## src/rtl/ls_pkg.sv

```systemverilog
package ls_pkg;
  localparam int LINE_BYTES = 64;
  localparam int OFF_W      = 6;

  typedef enum logic [2:0] {
    OP_IDLE     = 3'd0,
    OP_RD_CUR   = 3'd1,
    OP_OWN_FULL = 3'd2,
    OP_OWN_PART = 3'd3,
    OP_WB_DATA  = 3'd4,
    OP_WB_FLUSH = 3'd5
  } cmd_op_e;
endpackage

```

## src/rtl/ls_line_hash.sv

```systemverilog
module ls_line_hash #(
  parameter int LINE_W  = 34,
  parameter int AGENT_W = 3
) (
  input  logic [LINE_W-1:0]  line,
  output logic [AGENT_W-1:0] agent
);
  // fold every line bit onto agent bit (b mod AGENT_W)
  always_comb begin
    agent = '0;
    for (int b = 0; b < LINE_W; b++) begin
      agent[b % AGENT_W] = agent[b % AGENT_W] ^ line[b];
    end
  end
endmodule

```

## src/rtl/ls_piece_mask.sv

```systemverilog
module ls_piece_mask import ls_pkg::*; (
  input  logic [OFF_W-1:0]      lo,
  input  logic [OFF_W-1:0]      hi,
  output logic [LINE_BYTES-1:0] be,
  output logic                  full
);
  localparam logic [OFF_W-1:0] TOP = OFF_W'(LINE_BYTES - 1);

  always_comb begin
    be   = ({LINE_BYTES{1'b1}} << lo) & ({LINE_BYTES{1'b1}} >> (TOP - hi));
    full = (lo == '0) && (hi == TOP);
  end
endmodule

```

## src/rtl/ls_tag_table.sv

```systemverilog
module ls_tag_table import ls_pkg::*; #(
  parameter int N_TAGS  = 4,
  parameter int LINE_W  = 34,
  parameter int AGENT_W = 3,
  localparam int TAG_W  = $clog2(N_TAGS)
) (
  input  logic                  clk,
  input  logic                  rst_n,
  input  logic                  alloc_en,
  input  logic [LINE_W-1:0]     alloc_line,
  input  logic [LINE_BYTES-1:0] alloc_be,
  input  logic [AGENT_W-1:0]    alloc_agent,
  input  logic                  alloc_na,
  input  logic                  gnt_valid,
  input  logic [TAG_W-1:0]      gnt_tag,
  input  logic                  retire_en,
  output logic                  free_any,
  output logic [TAG_W-1:0]      free_idx,
  output logic                  rdy_any,
  output logic [TAG_W-1:0]      rdy_idx,
  output logic [LINE_W-1:0]     ent_line,
  output logic [LINE_BYTES-1:0] ent_be,
  output logic [AGENT_W-1:0]    ent_agent,
  output logic                  ent_na
);
  logic [N_TAGS-1:0]     busy_q, busy_d, grt_q, grt_d;
  logic [LINE_W-1:0]     line_q  [N_TAGS];
  logic [LINE_BYTES-1:0] be_q    [N_TAGS];
  logic [AGENT_W-1:0]    agent_q [N_TAGS];
  logic [N_TAGS-1:0]     na_q;

  always_comb begin
    free_any = 1'b0;
    free_idx = '0;
    rdy_any  = 1'b0;
    rdy_idx  = '0;
    for (int t = N_TAGS - 1; t >= 0; t--) begin
      if (!busy_q[t]) begin
        free_any = 1'b1;
        free_idx = TAG_W'(t);
      end
      if (grt_q[t]) begin
        rdy_any = 1'b1;
        rdy_idx = TAG_W'(t);
      end
    end
  end

  assign ent_line  = line_q[rdy_idx];
  assign ent_be    = be_q[rdy_idx];
  assign ent_agent = agent_q[rdy_idx];
  assign ent_na    = na_q[rdy_idx];

  always_comb begin
    busy_d = busy_q;
    grt_d  = grt_q;
    if (gnt_valid && busy_q[gnt_tag] && !grt_q[gnt_tag]) grt_d[gnt_tag] = 1'b1;
    if (retire_en) begin
      busy_d[rdy_idx] = 1'b0;
      grt_d[rdy_idx]  = 1'b0;
    end
    if (alloc_en) busy_d[free_idx] = 1'b1;
  end

  always_ff @(posedge clk or negedge rst_n) begin
    if (!rst_n) begin
      busy_q <= '0;
      grt_q  <= '0;
    end else begin
      busy_q <= busy_d;
      grt_q  <= grt_d;
    end
  end

  generate
    for (genvar g = 0; g < N_TAGS; g++) begin : g_entry
      always_ff @(posedge clk) begin
        if (alloc_en && (free_idx == TAG_W'(g))) begin
          line_q[g]  <= alloc_line;
          be_q[g]    <= alloc_be;
          agent_q[g] <= alloc_agent;
          na_q[g]    <= alloc_na;
        end
      end
    end
  endgenerate
endmodule

```

## src/rtl/line_splitter.sv

```systemverilog
module line_splitter import ls_pkg::*; #(
  parameter int ADDR_W   = 40,
  parameter int LEN_W    = 12,
  parameter int N_AGENTS = 8,
  parameter int N_TAGS   = 4,
  localparam int LINE_W  = ADDR_W - OFF_W,
  localparam int AGENT_W = $clog2(N_AGENTS),
  localparam int TAG_W   = $clog2(N_TAGS)
) (
  input  logic                  clk,
  input  logic                  rst_n,
  input  logic                  req_valid,
  output logic                  req_ready,
  input  logic                  req_write,
  input  logic                  req_noalloc,
  input  logic [ADDR_W-1:0]     req_addr,
  input  logic [LEN_W-1:0]      req_len_m1,
  output logic [N_AGENTS-1:0]   cmd_valid,
  output logic [2:0]            cmd_op,
  output logic [LINE_W-1:0]     cmd_line,
  output logic [LINE_BYTES-1:0] cmd_be,
  output logic [TAG_W-1:0]      cmd_tag,
  input  logic                  gnt_valid,
  input  logic [TAG_W-1:0]      gnt_tag
);
  localparam logic [OFF_W-1:0] TOP = OFF_W'(LINE_BYTES - 1);

  // splitter state
  logic              busy_q, busy_d, first_q, first_d, wr_q, wr_d, na_q, na_d;
  logic [LINE_W-1:0] cur_q, cur_d, end_q, end_d;
  logic [OFF_W-1:0]  soff_q, soff_d, eoff_q, eoff_d;

  // output registers
  logic [N_AGENTS-1:0]   cv_q, cv_d;
  logic [2:0]            op_q, op_d;
  logic [LINE_W-1:0]     ln_q, ln_d;
  logic [LINE_BYTES-1:0] be_q, be_d;
  logic [TAG_W-1:0]      tg_q, tg_d;
  logic                  issue;

  logic                  last_piece, do_wb, do_piece, accept;
  logic [ADDR_W-1:0]     end_addr;
  logic [OFF_W-1:0]      piece_lo, piece_hi;
  logic [LINE_BYTES-1:0] piece_be;
  logic                  piece_full;
  logic [AGENT_W-1:0]    cur_agent, sel_agent;

  logic                  free_any, rdy_any, ent_na;
  logic [TAG_W-1:0]      free_idx, rdy_idx;
  logic [LINE_W-1:0]     ent_line;
  logic [LINE_BYTES-1:0] ent_be;
  logic [AGENT_W-1:0]    ent_agent;

  assign last_piece = (cur_q == end_q);
  assign piece_lo   = first_q ? soff_q : '0;
  assign piece_hi   = last_piece ? eoff_q : TOP;
  assign end_addr   = req_addr + ADDR_W'(req_len_m1);
  assign accept     = req_valid && !busy_q;
  assign req_ready  = !busy_q;

  ls_line_hash #(.LINE_W(LINE_W), .AGENT_W(AGENT_W)) u_hash (
    .line(cur_q), .agent(cur_agent)
  );

  ls_piece_mask u_mask (
    .lo(piece_lo), .hi(piece_hi), .be(piece_be), .full(piece_full)
  );

  ls_tag_table #(.N_TAGS(N_TAGS), .LINE_W(LINE_W), .AGENT_W(AGENT_W)) u_tags (
    .clk(clk), .rst_n(rst_n),
    .alloc_en(do_piece && wr_q), .alloc_line(cur_q), .alloc_be(piece_be),
    .alloc_agent(cur_agent), .alloc_na(na_q),
    .gnt_valid(gnt_valid), .gnt_tag(gnt_tag),
    .retire_en(do_wb),
    .free_any(free_any), .free_idx(free_idx),
    .rdy_any(rdy_any), .rdy_idx(rdy_idx),
    .ent_line(ent_line), .ent_be(ent_be), .ent_agent(ent_agent), .ent_na(ent_na)
  );

  // arbitration: granted writeback beats a new piece
  assign do_wb    = rdy_any;
  assign do_piece = busy_q && !do_wb && (!wr_q || free_any);
  assign issue    = do_wb || do_piece;

  always_comb begin
    sel_agent = do_wb ? ent_agent : cur_agent;
    cv_d      = issue ? (N_AGENTS'(1) << sel_agent) : '0;
    op_d      = 3'(OP_RD_CUR);
    ln_d      = cur_q;
    be_d      = {LINE_BYTES{1'b1}};
    tg_d      = '0;
    if (do_wb) begin
      op_d = ent_na ? 3'(OP_WB_FLUSH) : 3'(OP_WB_DATA);
      ln_d = ent_line;
      be_d = ent_be;
      tg_d = rdy_idx;
    end else if (wr_q) begin
      op_d = piece_full ? 3'(OP_OWN_FULL) : 3'(OP_OWN_PART);
      be_d = piece_be;
      tg_d = free_idx;
    end
  end

  always_comb begin
    busy_d  = busy_q;
    cur_d   = cur_q;
    end_d   = end_q;
    first_d = first_q;
    soff_d  = soff_q;
    eoff_d  = eoff_q;
    wr_d    = wr_q;
    na_d    = na_q;
    if (do_piece) begin
      if (last_piece) begin
        busy_d = 1'b0;
      end else begin
        cur_d   = cur_q + 1'b1;
        first_d = 1'b0;
      end
    end
    if (accept) begin
      busy_d  = 1'b1;
      cur_d   = req_addr[ADDR_W-1:OFF_W];
      end_d   = end_addr[ADDR_W-1:OFF_W];
      soff_d  = req_addr[OFF_W-1:0];
      eoff_d  = end_addr[OFF_W-1:0];
      first_d = 1'b1;
      wr_d    = req_write;
      na_d    = req_noalloc;
    end
  end

  always_ff @(posedge clk or negedge rst_n) begin
    if (!rst_n) begin
      busy_q  <= 1'b0;
      cur_q   <= '0;
      end_q   <= '0;
      first_q <= 1'b0;
      soff_q  <= '0;
      eoff_q  <= '0;
      wr_q    <= 1'b0;
      na_q    <= 1'b0;
    end else begin
      busy_q <= busy_d;
      if (accept || do_piece) begin
        cur_q   <= cur_d;
        end_q   <= end_d;
        first_q <= first_d;
        soff_q  <= soff_d;
        eoff_q  <= eoff_d;
        wr_q    <= wr_d;
        na_q    <= na_d;
      end
    end
  end

  always_ff @(posedge clk or negedge rst_n) begin
    if (!rst_n) begin
      cv_q <= '0;
      op_q <= '0;
      ln_q <= '0;
      be_q <= '0;
      tg_q <= '0;
    end else begin
      cv_q <= cv_d;
      if (issue) begin
        op_q <= op_d;
        ln_q <= ln_d;
        be_q <= be_d;
        tg_q <= tg_d;
      end
    end
  end

  assign cmd_valid = cv_q;
  assign cmd_op    = op_q;
  assign cmd_line  = ln_q;
  assign cmd_be    = be_q;
  assign cmd_tag   = tg_q;
endmodule

```

## config.mk

```make
export PLATFORM = sky130hd
export DESIGN_NAME = line_splitter
export DESIGN_NICKNAME = d
export VERILOG_FILES = /design/src/rtl/ls_pkg.sv /design/src/rtl/ls_line_hash.sv /design/src/rtl/ls_piece_mask.sv /design/src/rtl/ls_tag_table.sv /design/src/rtl/line_splitter.sv
export SDC_FILE = /design/constraint.sdc
export NUM_CORES = 1
export LEC_CHECK = 0
export BUFFER_PORTS_ARGS = -buffer_cell sky130_fd_sc_hd__buf_2
export CORE_ASPECT_RATIO = 2
export CORE_UTILIZATION = 40
export CTS_BUF_LIST = sky130_fd_sc_hd__clkbuf_2 sky130_fd_sc_hd__clkbuf_4 sky130_fd_sc_hd__clkbuf_8
export DETAILED_ROUTE_END_ITERATION = 10
export GPL_ROUTABILITY_DRIVEN = 0
export PLACE_DENSITY = 0.67
export SYNTH_ARGS = -nofsm -noshare
export SYNTH_HDL_FRONTEND = slang
export SYNTH_SLANG_ARGS = --single-unit
export TNS_END_PERCENT = 100
```

## constraint.sdc

```tcl
create_clock -name clk -period 22.3 [get_ports clk]
set_input_delay 2.23 -clock clk [delete_from_list [all_inputs] [get_ports clk]]
set_output_delay 2.23 -clock clk [all_outputs]
set_load 0.03 [all_outputs]
```

==> summary.md, run 1 <==
| Metric | Value |
|---|---|
| Hpwl dp | 51.7 mm |
| GRT Total Usage | 23.6% |
| R2R Path End | cur_q[20]$_DFFE_PN0P_ |
| WL per Instance | 24.2 um |
| Cells after synthesis | 2,295 |
| Pin count of the biggest net entering global routing | 90 |
| Ys flop type | edfxtp_1 |
| Total wire length | 81.3 mm |
| Reg clk slew, reported paths | 60 ps |
| Post-route ant nets | 0 |
| Antenna violations before repair | 3 |
| Max_cap viols | 0 |
| Hold Path Stages | 2 |
| Num CTS Buffers | 85 |
| Worst-Margin Slew | 1110 ps |
| Nets | 2,479 |
| Sw frac | 37.7% |
| Sw Pwr | 1.39 mW |
| Worst Reg-to-Reg Cells | 7 |
| Syn Nets | 2,369 |
| Htree depth | 3 |
| Root buffer cell | clkbuf_8 |
| Status | complete, no violations |
| Initial Utilization | 40.5% |
| Die area | 68,900 sq um |
| Endpoint, Worst Hold | cmd_op[2]$_DFFE_PN0P_ |
| Pwr per Cell Area | 121 nW/um^2 |
| Max FO, Critical Path | 43 |
| Global-route wire length before repair | 121 mm |
| Worst Setup SP | u_tags.grt_q[3]$_DFF_PN0_ |
| Worst hold path class | register to register |
| CP Cell Sequence | buf_4 > or3_2 > nor2_2 > o31a_1 > nor2_1 > o21ai_0 > o311ai_0 |
| Vias | 19,700 |
| Fillers | 6,075 |
| Port Buffer Count | 171 |
| Reg2reg start | u_tags.grt_q[3]$_DFF_PN0_ |
| DIE HEIGHT | 370 um |
| Final setup violation count | 0 |
| CP max stage delay | 950 ps |
| Slowest-stage cell, CP | or3_2 |
| Vias in the first global route | 20,000 |
| Max Fclk | 225 MHz |
| Sequential element share of the synthesized area | 63.9% |
| Number of flops mapped to enable cells by yosys | 408 |
| Int Power | 2.29 mW |
| Reg power frac | 46.7% |
| Core Region | 66,900 sq um |
| Worst vdd ir | 0.0658 mV |
| Fraction of layout cells with a size suffix above 1 | 16.8% |
| R2R Setup Slk | 17,850 ps |
| Longest Clk Path Bufs | 3 |
| P&R area growth vs syn | 12.2% |
| Synth cell types | 75 |
| CTS sink count | 611 |
| Detailed Route Iter0 Violations | 2,289 |
| # IOs | 172 |
| Fraction of registers with async set/reset | 33.2% |
| Post-Place Cell Area | 28,700 sq um |
| Final hold viol count | 0 |
| DR vias/cell | 5.87 |
| Fin Clk Skew | 47.0 ps |
| Final WS setup | 17,850 ps |
| Syn Std Cell Area | 27,100 sq um |
| Hold Buf Count CTS | 0 |
| Clk pwr share | 23.8% |
| RSZ-0062 raised after global routing | no |
| Buf/Inv on CP | 1 |
| Slew Viols, Final | 0 |
| CTS tree | yes |
| Initial DRT Pass Iterations | 6 |
| Worst setup EP type | register |
| DR DRC count | 0 |
| Period utilization | 20.0% |
| Die X | 186 um |
| Arr. time, crit path | 4950 ps |
| CTS resizes | 0 |
| Syn. warnings | 0 |
| Setup TNS | 0 ps |
| Hold path start | cmd_op[2]$_DFFE_PN0P_ |
| Final min period | 4450 ps |
| Top Family by Delay on Critical Path | simple AND/OR/NAND/NOR gates |
| Num rows | 134 |
| Logic pwr share | 29.5% |
| Leakage | 10.2 nW |
| Syn Area/Cell | 11.8 sq um |
| Clk Latency, worst-skew pair | 680 ps |
| GR Overflow Total | 0 |
| Critical path class | register to register |
| Worst setup SP type | register |
| Design Area, Final | 30,400 sq um |
| WP data required | 22,800 ps |
| Setup slack at placement | 17,450 ps |
| Setup bufs post-CTS | 0 |
| Flops & latches, synth | 611 |
| Worst slew margin | 25.8% |
-- per-layer routing --
metal / share of wire (%) / vias to the layer above / track usage, %
met2: 51 / 984 / 41.2
met4: 5.6 / 4 / 13.4
met5: 0.032 / - / 0
li1: - / 8740 / -
met1: 36 / 9787 / 26.8
met3: 7.5 / 221 / 4.28
-- power by group through the flow --
stage | registers, mW | clock network (mW) | logic, mW
floorplan | 1.75 | 0 | 0.651
global placement | 1.72 | 0 | 1.06
detailed placement | 1.74 | 0 | 1.09
CTS | 1.71 | 0.893 | 1.10
global route | 1.74 | 0.939 | 1.17
finish | 1.72 | 0.876 | 1.08
-- per-stage QoR --
step	util [%]	total power, mW	hold WS [ps]	cells
6_report	45.5	3.68	480	3360
5_1_grt	45.5	3.85	516	3360
4_1_cts	45.5	3.70	489	3359
3_5_place_dp	42.9	2.83	470	3202
3_3_place_gp	42.9	2.79	465	3202
2_1_floorplan	-	2.40	468	2295
-- area by class of cell --
| type | count | area (sq um) | share of cell area, % |
|---|---|---|---|
| clock inverter | 34 | 186 | 0.613 |
| antenna | 1 | 2.50 | 0.00823 |
| clock buffer | 123 | 1530 | 5.03 |
| multi-input combinational | 1478 | 9060 | 29.8 |
| inverter | 27 | 103 | 0.337 |
| sequential | 611 | 17300 | 57.0 |
| tap | 884 | 1110 | 3.64 |
| timing repair buffer | 202 | 1100 | 3.61 |
-- cells in the mapped netlist (all sizes together), types with 52 or more instances --
cell	count	area, sq um
dfrtp	203	5080
a21oi	122	611
o211ai	69	518
buf	52	243
o22ai	68	425
nand2	291	1090
xnor2	62	543
nor2	146	551
mux2i	67	671
clkbuf	127	477
edfxtp	408	12300
o21ai	213	1070
-- flip-flops by register name, indices dropped and copies added, names as in the netlist, 6 cells and up --
register        cells
u_tags.be_q       256
u_tags.line_q     136
cmd_be             64
cmd_line           34
cur_q              34
end_q              34
u_tags.agent_q     12
cmd_valid           8
eoff_q              6
soff_q              6
-- worst reg2reg max path, delay by kind of cell (launching register included) --
| kind | cells | cell delay [ps] |
|---|---|---|
| buf+inv | 1 | 410 |
| simple gates | 3 | 1860 |
| compound gates | 3 | 1370 |
| flops | 1 | 650 |
-- worst max path at each step --
| stage | endpoint | slack [ps] | cells past startpoint |
|---|---|---|---|
| after floorplan | u_tags.agent_q[0][0]$_DFFE_PP_ | 13300 | 5 |
| after global placement | end_q[25]$_DFFE_PN0P_ | 17560 | 9 |
| after detailed placement | end_q[25]$_DFFE_PN0P_ | 17450 | 9 |
| after CTS | cur_q[20]$_DFFE_PN0P_ | 17900 | 7 |
| after global routing | cur_q[29]$_DFFE_PN0P_ | 17650 | 7 |
| final | cur_q[20]$_DFFE_PN0P_ | 17850 | 7 |
-- cell families (layout without fill, tap and decap cells) --
| logic type | count (synthesis) | count (layout) | synth area share, % |
|---|---|---|---|
| mux | 68 | 68 | 2.52 |
| buf+inv | 206 | 386 | 3.03 |
| compound gates | 691 | 691 | 16.4 |
| simple gates | 592 | 592 | 9.73 |
| xor+xnor | 113 | 113 | 3.70 |
| flops | 611 | 611 | 63.9 |
| fa+ha+maj | 14 | 14 | 0.674 |
| other cells | 0 | 1 | 0 |
-- layout by cell type (no fill, tap or decap), types with 12 or more instances in the layout --
master | netlist | layout
dfrtp_1 | 203 | 200
a21oi_1 | 122 | 121
clkinv_2 | 0 | 13
clkbuf_8 | 0 | 97
and3_1 | 14 | 14
nand4_1 | 24 | 24
o221a_2 | 41 | 41
and2_1 | 14 | 14
buf_2 | 32 | 170
inv_1 | 26 | 25
nand3_1 | 27 | 26
o21ai_0 | 210 | 210
clkbuf_4 | 0 | 26
edfxtp_1 | 408 | 408
o21a_1 | 12 | 12
a21boi_0 | 38 | 38
xor2_1 | 50 | 50
buf_4 | 0 | 31
o221ai_1 | 13 | 13
ha_1 | 13 | 13
a31oi_1 | 43 | 43
nand2_1 | 291 | 289
o22ai_1 | 68 | 68
xnor2_1 | 62 | 62
mux2i_1 | 67 | 67
nor2_1 | 145 | 140
clkinv_1 | 0 | 17
o211ai_1 | 69 | 69
No activity file was read; power rests on OpenSTA's default activity.
==> inputs of run 2 (changes only) <==
- ABC_AREA: unset -> 1
- clock period: 22.3 -> 4.3 ns (I/O delays scaled with it)
==> run 2 against run 1 <==
Against the previous run: final area rose by 4.0%; clock power rose to 5.6 times the previous value; utilization is 1.0 points higher; cell count is 17% higher; critical endpoint is now end_q[31]$_DFFE_PN0P_.
==> summary.md, run 2 <==
| Metric | Value |
|---|---|
| Pin count of the biggest net entering global routing | 125 |
| Antenna violations before repair | 2 |
| Setup TNS | 0 ps |
| Slowest-stage cell, CP | dlygate4sd3_1 |
| DIE HEIGHT | 374 um |
| Synth top area share | 44.4% |
| Syn Std Cell Area | 27,600 sq um |
| Worst hold path class | input pin to register |
| Clk Latency, worst-skew pair | 740 ps |
| CP Cell Sequence | dlygate4sd3_1 > buf_2 > ha_1 > nand2_1 > o21ai_0 > a21oi_1 > o21ai_1 > nand2_1 > nor2_1 > nand3_1 > a31oi_1 > o31ai_1 > dlygate4sd3_1 |
| WP data required | 4900 ps |
| CP max stage delay | 580 ps |
| Core Util, Final | 46.5% |
| Port Buffer Count | 171 |
| Multi-input logic area | 8860 sq um |
| CTS sink count | 611 |
| Max Fclk | 283 MHz |
| Max FFs per register | 256 |
| Seq. cell area | 17,300 sq um |
| RSZ-0062 raised after global routing | no |
| Post-route ant nets | 0 |
| Layout Cells excl Fill | 3,916 |
| Num CTS Buffers | 85 |
| Vias in the first global route | 21,000 |
| Synth area leader | edfxtp_1 |
| Num rows | 135 |
| Hpwl dp | 56.1 mm |
| Most frequent cells in the layout | nand2_1, edfxtp_1, nor2_1 |
| Arr. time, crit path | 4130 ps |
| Most common cell after layout, fill and taps aside | nand2_1 |
| Ys flop type | edfxtp_1 |
| Smallest hold slack | 61.8 ps |
| Commonest cells post-synth | nand2_1, edfxtp_1, nor2_1, o21ai_0, inv_1 |
| Longest Clk Path Bufs | 3 |
| Global-route wire length before repair | 126 mm |
| Critical path class | input pin to register |
| Final min period | 3530 ps |
| Worst setup SP type | input pin |
| Fraction of layout cells with a size suffix above 1 | 13.8% |
| Reg clk slew, reported paths | 70 ps |
| Detailed Route Iter0 Violations | 1,914 |
| P&R area growth vs syn | 14.6% |
| Design Area, Final | 31,600 sq um |
| WL per Instance | 21.6 um |
| # IOs | 172 |
| Syn Area/Cell | 9.96 sq um |
| Htree depth | 3 |
| Top Family by Delay on Critical Path | buffers and inverters |
| Worst slew margin | 22.2% |
| Root buffer cell | clkbuf_8 |
| Final setup violation count | 0 |
| Fillers | 6,394 |
| Flops & latches, synth | 611 |
| GRT Total Usage | 23.9% |
| Period utilization | 82.1% |
| Syn. warnings | 0 |
| Buf/Inv on CP | 3 |
| Die X | 188 um |
| Cells after synthesis | 2,771 |
| DR DRC count | 0 |
| Worst vdd ir | 0.637 mV |
| Sequential element share of the synthesized area | 62.8% |
| Top reg by flops | u_tags.be_q |
| Post-Place Cell Area | 29,500 sq um |
| Total wire length | 84.4 mm |
| Status | complete, no violations |
| Max FO, Critical Path | 7 |
| Ranking of synthesized cells by area | edfxtp_1, dfrtp_1, nand2_1, o21ai_0, nor2_1 |
| Die area | 70,100 sq um |
| CTS tree | yes |
| Core Region | 68,100 sq um |
| Nets | 3,027 |
| Worst setup EP type | register |
| Worst-Margin Slew | 1160 ps |
| Max_cap viols | 0 |
| Syn Nets | 2,845 |
| Final hold viol count | 0 |
| Initial DRT Pass Iterations | 6 |
| GR Overflow Total | 0 |
| Initial Utilization | 40.6% |
| Number of flops mapped to enable cells by yosys | 408 |
| Placed cells | 3,731 |
| CTS resizes | 0 |
| Count leader, synth | nand2_1 |
| Fin Clk Skew | 50.8 ps |
| DR vias/cell | 5.48 |
| Slew Viols, Final | 0 |
| Vias | 21,500 |
| Pwr per Cell Area | 767 nW/um^2 |
| Fraction of registers with async set/reset | 33.2% |
| Synth cell types | 48 |
| Leakage | 11.5 nW |
run 2: cell families after synthesis:
kind of cell / Yosys count / synth area share [%]
xor+xnor: 80 / 2.54
fa+ha+maj: 14 / 0.662
flops: 611 / 62.8
buf+inv: 381 / 5.42
compound gates: 545 / 12.0
simple gates: 1140 / 16.6
run 2: worst min-delay path: stages:
cell and delay [ps]:
buf_2 120, nor2_1 70, inv_1 70, nor3_1 50
run 2: area by class of cell:
cell class / count / share of cell area (%)
Antenna cell: 1 / 0.00791
Clock buffer: 129 / 5.00
Multi-Input combinational cell: 1779 / 28.0
Sequential cell: 611 / 54.8
Clock inverter: 30 / 0.937
Inverter: 244 / 2.91
Timing Repair Buffer: 232 / 4.86
Tap cell: 890 / 3.52
run 2: timing repair:
action,in CTS,in global routing
setup buffers,0,0
hold buffers,25,0
endpoints found under the hold margin,129,0
run 2: metal layers:
| layer | global-route usage (%) | vias up | share of wire [%] |
|---|---|---|---|
| met2 | 41.8 | 985 | 51 |
| met4 | 14.7 | 0 | 6.3 |
| met3 | 3.80 | 247 | 6.2 |
| met1 | 27.1 | 10400 | 36 |
| li1 | - | 9870 | - |
| met5 | 0 | - | 0 |
run 2: worst paths after layout:
path / cells after the start / slack [ps] / endpoint / from
max: 13 / 770 / end_q[31]$_DFFE_PN0P_ / req_addr[8]
min: 4 / 60 / u_tags.grt_q[0]$_DFF_PN0_ / gnt_tag[1]
max reg2reg: 10 / 850 / u_tags.line_q[0][32]$_DFFE_PP_ / u_tags.grt_q[0]$_DFF_PN0_
min reg2reg: 2 / 470 / cmd_be[60]$_DFFE_PN0P_ / cmd_be[60]$_DFFE_PN0P_
max in group asynchronous: 3 / 2810 / cmd_valid[5]$_DFF_PN0_ / rst_n
min in group asynchronous: 2 / 360 / cur_q[4]$_DFFE_PN0P_ / rst_n
run 2: where the power goes:
part           internal, mW  switching [mW]
clock                  2.67            2.27
combinational          2.70            7.96
sequential             8.02           0.646
run 2: metrics by stage:
step,power [mW],setup WS (ps)
2_1_floorplan,15.5,-253
3_3_place_gp,19.4,912
3_5_place_dp,19.5,873
4_1_cts,24.5,845
5_1_grt,25.7,672
6_report,24.3,770
